`config.mk`:
```
export PLATFORM = sky130hd
export DESIGN_NAME = dp_contention_arbiter
export DESIGN_NICKNAME = d
export VERILOG_FILES = /design/src/rtl/dpa_pkg.sv /design/src/rtl/dpa_port_track.sv /design/src/rtl/dpa_match.sv /design/src/rtl/dpa_grant_fsm.sv /design/src/rtl/dp_contention_arbiter.sv
export SDC_FILE = /design/constraint.sdc
export NUM_CORES = 1
export LEC_CHECK = 0
export ABC_AREA = 1
export BUFFER_PORTS_ARGS = -buffer_cell sky130_fd_sc_hd__buf_2
export CORE_MARGIN = 2
export CORE_UTILIZATION = 25
export CTS_CLUSTER_SIZE = 16
export DETAILED_ROUTE_END_ITERATION = 7
export RECOVER_POWER = 25
export SKIP_LAST_GASP = 1
export SLEW_MARGIN = 20
export SYNTH_ARGS = -nofsm -noshare
export SYNTH_HDL_FRONTEND = slang
export SYNTH_SLANG_ARGS = --single-unit
```
`constraint.sdc`:
```
create_clock -name clk -period 1.65 [get_ports clk]
set_clock_uncertainty 0.1 [all_clocks]
set_input_delay 0.33 -clock clk [delete_from_list [all_inputs] [get_ports clk]]
set_output_delay 0.33 -clock clk [all_outputs]
set_load 0.005 [all_outputs]
```
`src/rtl/dpa_pkg.sv`:
```
// Shared types for the dual-port contention arbiter.
// Assumes two ports only; the grant names which port holds the location.
package dpa_pkg;
    typedef enum logic [1:0] {
        GRANT_NONE  = 2'b00,
        GRANT_LEFT  = 2'b01,
        GRANT_RIGHT = 2'b10
    } grant_t;
endpackage

```
`src/rtl/dpa_port_track.sv`:
```
// Remembers one port's enable and address from the previous edge.
// Reports whether the port is settled: it is enabled now and was enabled
// at the same address on the previous edge.
// Assumes synchronous active-low reset; after reset no port counts as settled.
module dpa_port_track #(
    parameter int ADDR_W = 11
) (
    input  logic              clk,
    input  logic              rst_n,
    input  logic              en_n,
    input  logic [ADDR_W-1:0] addr,
    output logic              settled
);
    logic              prev_en_n;
    logic [ADDR_W-1:0] prev_addr;

    // Capture the last sampled enable and address.
    always_ff @(posedge clk) begin
        if (!rst_n) begin
            prev_en_n <= 1'b1;
            prev_addr <= '0;
        end else begin
            prev_en_n <= en_n;
            prev_addr <= addr;
        end
    end

    // Settled when the current request repeats the previous one.
    always_comb begin
        settled = !en_n && !prev_en_n && (addr == prev_addr);
    end
endmodule

```
`src/rtl/dpa_match.sv`:
```
// Detects contention: both ports are enabled on the same address.
// Read or write direction is not an input here on purpose.
module dpa_match #(
    parameter int ADDR_W = 11
) (
    input  logic              left_en_n,
    input  logic [ADDR_W-1:0] left_addr,
    input  logic              right_en_n,
    input  logic [ADDR_W-1:0] right_addr,
    output logic              clash
);
    // Full-width equality, qualified by both enables.
    always_comb begin
        clash = !left_en_n && !right_en_n && (left_addr == right_addr);
    end
endmodule

```
`src/rtl/dpa_grant_fsm.sv`:
```
// Holds the grant for a contended location.
// A new grant goes to the only settled port; a tie goes to the left port.
// An existing grant is kept while the clash lasts, and cleared when it ends.
module dpa_grant_fsm
    import dpa_pkg::*;
(
    input  logic   clk,
    input  logic   rst_n,
    input  logic   clash,
    input  logic   left_settled,
    input  logic   right_settled,
    output grant_t grant
);
    grant_t grant_nxt;

    // Choose the next grant from the clash and the arrival order.
    always_comb begin
        grant_nxt = grant;
        if (!clash) begin
            grant_nxt = GRANT_NONE;
        end else if (grant == GRANT_NONE) begin
            if (right_settled && !left_settled) grant_nxt = GRANT_RIGHT;
            else                                grant_nxt = GRANT_LEFT;
        end
    end

    // Register the grant.
    always_ff @(posedge clk) begin
        if (!rst_n) grant <= GRANT_NONE;
        else        grant <= grant_nxt;
    end


    grant_hold_chk: assert property (@(posedge clk) disable iff (!rst_n)
        (grant != GRANT_NONE && clash) |=> (grant == $past(grant)));


    release_chk: assert property (@(posedge clk) disable iff (!rst_n)
        !clash |=> (grant == GRANT_NONE));
endmodule

```
`src/rtl/dp_contention_arbiter.sv`:
```
// Top of the dual-port contention arbiter.
// Tracks both ports, detects same-address contention, holds the grant, and
// drives an active-low busy flag and a write-block qualifier to the loser.
// Assumes all inputs are synchronous to clk; reset is synchronous, active low.
module dp_contention_arbiter
    import dpa_pkg::*;
#(
    parameter int ADDR_W = 11
) (
    input  logic              clk,
    input  logic              rst_n,
    input  logic              left_en_n,
    input  logic [ADDR_W-1:0] left_addr,
    input  logic              right_en_n,
    input  logic [ADDR_W-1:0] right_addr,
    output logic              left_busy_n,
    output logic              right_busy_n,
    output logic              left_wr_block,
    output logic              right_wr_block
);
    localparam int NPORT = 2;

    logic [NPORT-1:0]  en_v;
    logic [ADDR_W-1:0] addr_v [NPORT];
    logic [NPORT-1:0]  settled_v;
    logic              clash;
    grant_t            grant;

    // Collect the port inputs into arrays (index 0 = left, 1 = right).
    always_comb begin
        en_v[0]   = left_en_n;
        en_v[1]   = right_en_n;
        addr_v[0] = left_addr;
        addr_v[1] = right_addr;
    end

    for (genvar p = 0; p < NPORT; p++) begin : g_track
        dpa_port_track #(.ADDR_W(ADDR_W)) u_track (
            .clk     (clk),
            .rst_n   (rst_n),
            .en_n    (en_v[p]),
            .addr    (addr_v[p]),
            .settled (settled_v[p])
        );
    end

    dpa_match #(.ADDR_W(ADDR_W)) u_match (
        .left_en_n  (left_en_n),
        .left_addr  (left_addr),
        .right_en_n (right_en_n),
        .right_addr (right_addr),
        .clash      (clash)
    );

    dpa_grant_fsm u_fsm (
        .clk           (clk),
        .rst_n         (rst_n),
        .clash         (clash),
        .left_settled  (settled_v[0]),
        .right_settled (settled_v[1]),
        .grant         (grant)
    );

    // Decode the grant into busy flags and write-block qualifiers.
    always_comb begin
        left_busy_n    = (grant != GRANT_RIGHT);
        right_busy_n   = (grant != GRANT_LEFT);
        left_wr_block  = (grant == GRANT_RIGHT);
        right_wr_block = (grant == GRANT_LEFT);
    end


    busy_exclusive_chk: assert property (@(posedge clk) disable iff (!rst_n)
        !(!left_busy_n && !right_busy_n));


    busy_needs_clash_chk: assert property (@(posedge clk) disable iff (!rst_n)
        (!left_busy_n || !right_busy_n) |->
            $past(!left_en_n && !right_en_n && (left_addr == right_addr)));
endmodule

```
**Word level (Yosys, flattened, before mapping)**

Index checks and enable logic that the tools add are counted.

- Bits in registers: 26
- Input port bits: 26
- Output and inout port bits: 4

- Eq/ne operators: 7
- Multiplexer cells: 1
- Reductions and logical operators: 14

Operators by type and width:

| operator | count |
|---|---|
| 11-bit equality test | 3 |
| 1-bit logical AND | 7 |
| 1-bit zero test | 5 |
| 2-bit by 1-bit equality test with 1-bit output, second input constant | 1 |
| 2-bit equality test, second input constant | 1 |
| 2-bit zero test | 1 |
| 2-bit 2-to-1 mux | 1 |
| 2-bit by 1-bit inequality test with 1-bit output, second input constant | 1 |
| 2-bit inequality test, second input constant | 1 |
| 2-bit AND reduction | 1 |

**Longest topological paths before layout**

- Depth in word-level cells: 6
- Depth in mapped cells: 11
- Gate-level depth less buffers: 11

**Modules after synthesis**

A second synthesis with hierarchy kept.

- Cell total of the unflattened synthesis: 272
- Area, all modules: 1480.2 um^2

Modules (own cells, without submodules):

| module | times used | cells an instance | area an instance (um^2) |
|---|---|---|---|
| dpa_port_track | 2 | 96 | 568.0 |
| dpa_match | 1 | 62 | 240.2 |
| dpa_grant_fsm | 1 | 12 | 81.3 |
| dp_contention_arbiter | 1 | 6 | 22.5 |

**Worst setup path before layout**

Ideal clock, no wire load.

- Path kind: input port to flip-flop
- Start point: input right_en_n
- End point: register u_fsm.grant[0]
- Data arrival time: 0.912 ns
- Required time: 1.434 ns
- Slack: 0.522 ns
- Stages: 10
- Buffers on the path: 0
- Cells stage by stage: inv_1 nand2_1 nor2_1 nand2_1 nor2_1 nand2_1 nor2_1 nand2_1 nand2_1 a21oi_1

- Word-level cells in the longest chain between the ends: 5
- Elaborated cells on any way between the ends: 8

Ends and longest elaborated chain:

| element | RTL line | source |
|---|---|---|
| start, declared | dp_contention_arbiter.sv:14 | `input logic right_en_n,` |
| 1-bit zero test * | dpa_port_track.sv:30, dpa_match.sv:14 |  |
| 1-bit logical AND (2 in series) | dpa_port_track.sv:30 | `settled = !en_n && !prev_en_n && (addr == prev_addr);` |
| 1-bit logical AND | dpa_grant_fsm.sv:22 | `if (right_settled && !left_settled) grant_nxt = GRANT_RIGHT;` |
| 2-bit 2-to-1 mux | dpa_grant_fsm.sv:22 |  |
| end signal, assigned | dpa_grant_fsm.sv:30 | `else grant <= grant_nxt;` |
| end, declared | dpa_grant_fsm.sv:12 | `output grant_t grant` |

Every way passes the cells marked *; elsewhere a longest branch is shown, timed or not.
A chain may end at the register's enable or synchronous reset.

**Final worst setup path**

- Start point: register u_fsm.grant[1]
- End point: output left_busy_n

- Word-level cells in the longest chain between the ends: 1

Ends and longest elaborated chain:

| element | RTL line | source |
|---|---|---|
| 2-bit inequality test | dp_contention_arbiter.sv:66 | `left_busy_n = (grant != GRANT_RIGHT);` |
| end, declared | dp_contention_arbiter.sv:16 | `output logic left_busy_n,` |

Every way passes these cells.

==> reports/results.ini <==
[die]
rows = 26
die_x_um = 77.1
ios = 30
die_y_um = 77.1
initial_utilization = 0.260
core_area_um2 = 5140
dieArea_um2 = 5950

[timing]
fmax_ghz = 0.703
slew_viol_final = 0
finalHoldViolCount = 0
finalCritPeriodShare = 0.862
tightest_slew_ps = 1030
setup_viol = 0
maxSlewHeadroom = 0.311
tns_ps = 0
rsz0062_at_grt = no
fin_crit_ps = 1420

[clock_tree]
htreeDepth = 1
cts_root_buf = clkbuf_8
clkSinkCount = 26
cts-hold-fix-buffers = 0
clkLatencyLatePin_ps = 280
cts.clk_slew.worst_paths_ps = 100
cts_setup_buffers = 0
post_cts_resized = 0
numCtsBuffers = 3
cts_tree = done
clock_path_buffers = 2

[logic_synthesis]
syn_avg_cell_area_um2 = 6.05
synth-edff-count = 0
synthTopCellsByArea = dfxtp_1 (39%), nand2_1 (23%), inv_1 (16%)
synth_cells = 221
synth_most_common_cell = nand2_1
synth-seq-cells = 26
synth_commonest_cells = nand2_1 (82), inv_1 (58), dfxtp_1 (26)
syn_area_um2 = 1340
yosysWarnings = 0
synth_top_area_frac = 0.389
syn_nets = 247
seq_area_frac_synth = 0.389
synth_ff_type = dfxtp_1
post-synth-top-area-cell = dfxtp_1
synth-async-reset-ratio = 0
synth.distinct_cells = 16

[critical_path]
cp_max_fo = 3
path_class = flop to output pin
end_kind = output pin
required_ps = 1220
crit_arrival_ps = 990
critPathLaunchType = flop

[route]
drt_iter0_markers = 42
vias = 1214
ant_nets = 0
drtPass1Iterations = 4
finalWirelength_mm = 2.85
drc = 0
post_drt_wl_per_cell_um = 8.82
via_per_inst = 3.76

[hold_path]
holdCritPathClass = primary input to flop

[power_and_ir_drop]
p_leak_uw = 0.000981
power.density_nw_per_um2 = 854
vdd_drop_max_mv = 0.460

[global_routing]
grt_overflow = 0
antenna_found_initial = 0
grt_pass1_vias = 1098
grt_max_degree = 24
track_usage = 0.102
grt_pass1_wl_mm = 4.86

[outcome]
status = finished, final reports clean

[placed_design]
gp_congestion = 0.836
io_buffers = 29
dp_hpwl_mm = 2.31

[layout]
layout-drive-gt1-share = 0.154
syn_to_final_growth_pct = 22.4
num-fill-cells = 607
antennaDiodeCount = 0
utilization = 0.318
finalNetCount = 280

[job]
cap_violations = 0

report_power, final:
group	leakage (uW)	internal, uW	switching, uW
clock network	0.0000357	325	207
registers	0.000216	659	12.4
logic	0.000729	81.2	113
total	0.000981	1060	333
critical path, stage by stage, from the launching register on:
cell	delay, ps
dfxtp_1	340
inv_1	70
nor2_1	140
inv_1	50
buf_2	120
cell families after synthesis:
logic type,Yosys count,synth area share
AND/OR/NAND/NOR,111,0.327
XOR/XNOR,11,0.0720
flip-flops,26,0.389
buffers and inverters,68,0.191
AO/OA/AOI/OAI,5,0.0206
final cells by class:
class                   count  area (um2)  share of cell area
flip-flops and latches     26         520               0.318
well taps                  70        87.6              0.0535
clock inverters             1        30.0              0.0183
repair buffers             30         148              0.0902
clock buffers               3        41.3              0.0252
inverters                  66         248               0.151
multi-input cells         127         562               0.343
layer usage:
| metal | up-vias | GRT usage | share of wire |
|---|---|---|---|
| met4 | 0 | 0.0286 | 0.015 |
| met3 | 4 | 0.0353 | 0.059 |
| met5 | - | 0 | 0 |
| li1 | 681 | - | - |
| met1 | 504 | 0.135 | 0.51 |
| met2 | 25 | 0.157 | 0.42 |
cells in the final DEF, fill, tap and decap left out, drive strengths merged, types with 2 or more instances in the layout:
cell type / netlist / layout
a21oi: 2 / 2
buf: 0 / 28
clkbuf: 2 / 5
dfxtp: 26 / 26
inv: 65 / 65
nand2: 82 / 82
nand3: 4 / 4
nand4: 4 / 4
nor2: 18 / 18
o22ai: 2 / 2
or2: 2 / 2
xnor2: 8 / 8
xor2: 3 / 3
final timing paths:
path / cells after the start / end / startpoint / slack (ps)
max reg2reg: 10 / u_fsm.grant[0]$_SDFFE_PN0N_ / g_track[1].u_track.prev_en_n$_SDFF_PN1_ / 440
min reg2reg: 2 / u_fsm.grant[0]$_SDFFE_PN0N_ / u_fsm.grant[0]$_SDFFE_PN0N_ / 390
min: 3 / g_track[1].u_track.prev_addr[3]$_SDFF_PN0_ / right_addr[3] / 160
max: 4 / left_busy_n / u_fsm.grant[1]$_SDFFE_PN0N_ / 230
registers in the layout, indices dropped and copies added (netlist names):
signal and count:
g_track.u_track.prev_addr 22, g_track.u_track.prev_en_n 2, u_fsm.grant 2
stage by stage:
stage | total power, uW | std cells | setup WS (ps) | hold slack, ps | instance area, um2
3_3_place_gp | 880 | 319 | 266 | 360 | 1570
6_report | 1400 | 323 | 228 | 163 | 1640
2_1_floorplan | 801 | 221 | 522 | 319 | 1340
4_1_cts | 1430 | 323 | 204 | 154 | 1640
5_1_grt | 1480 | 323 | 94.5 | 166 | 1640
3_5_place_dp | 883 | 319 | 257 | 379 | 1570
Note: power is estimated with default switching activity, not from simulation.
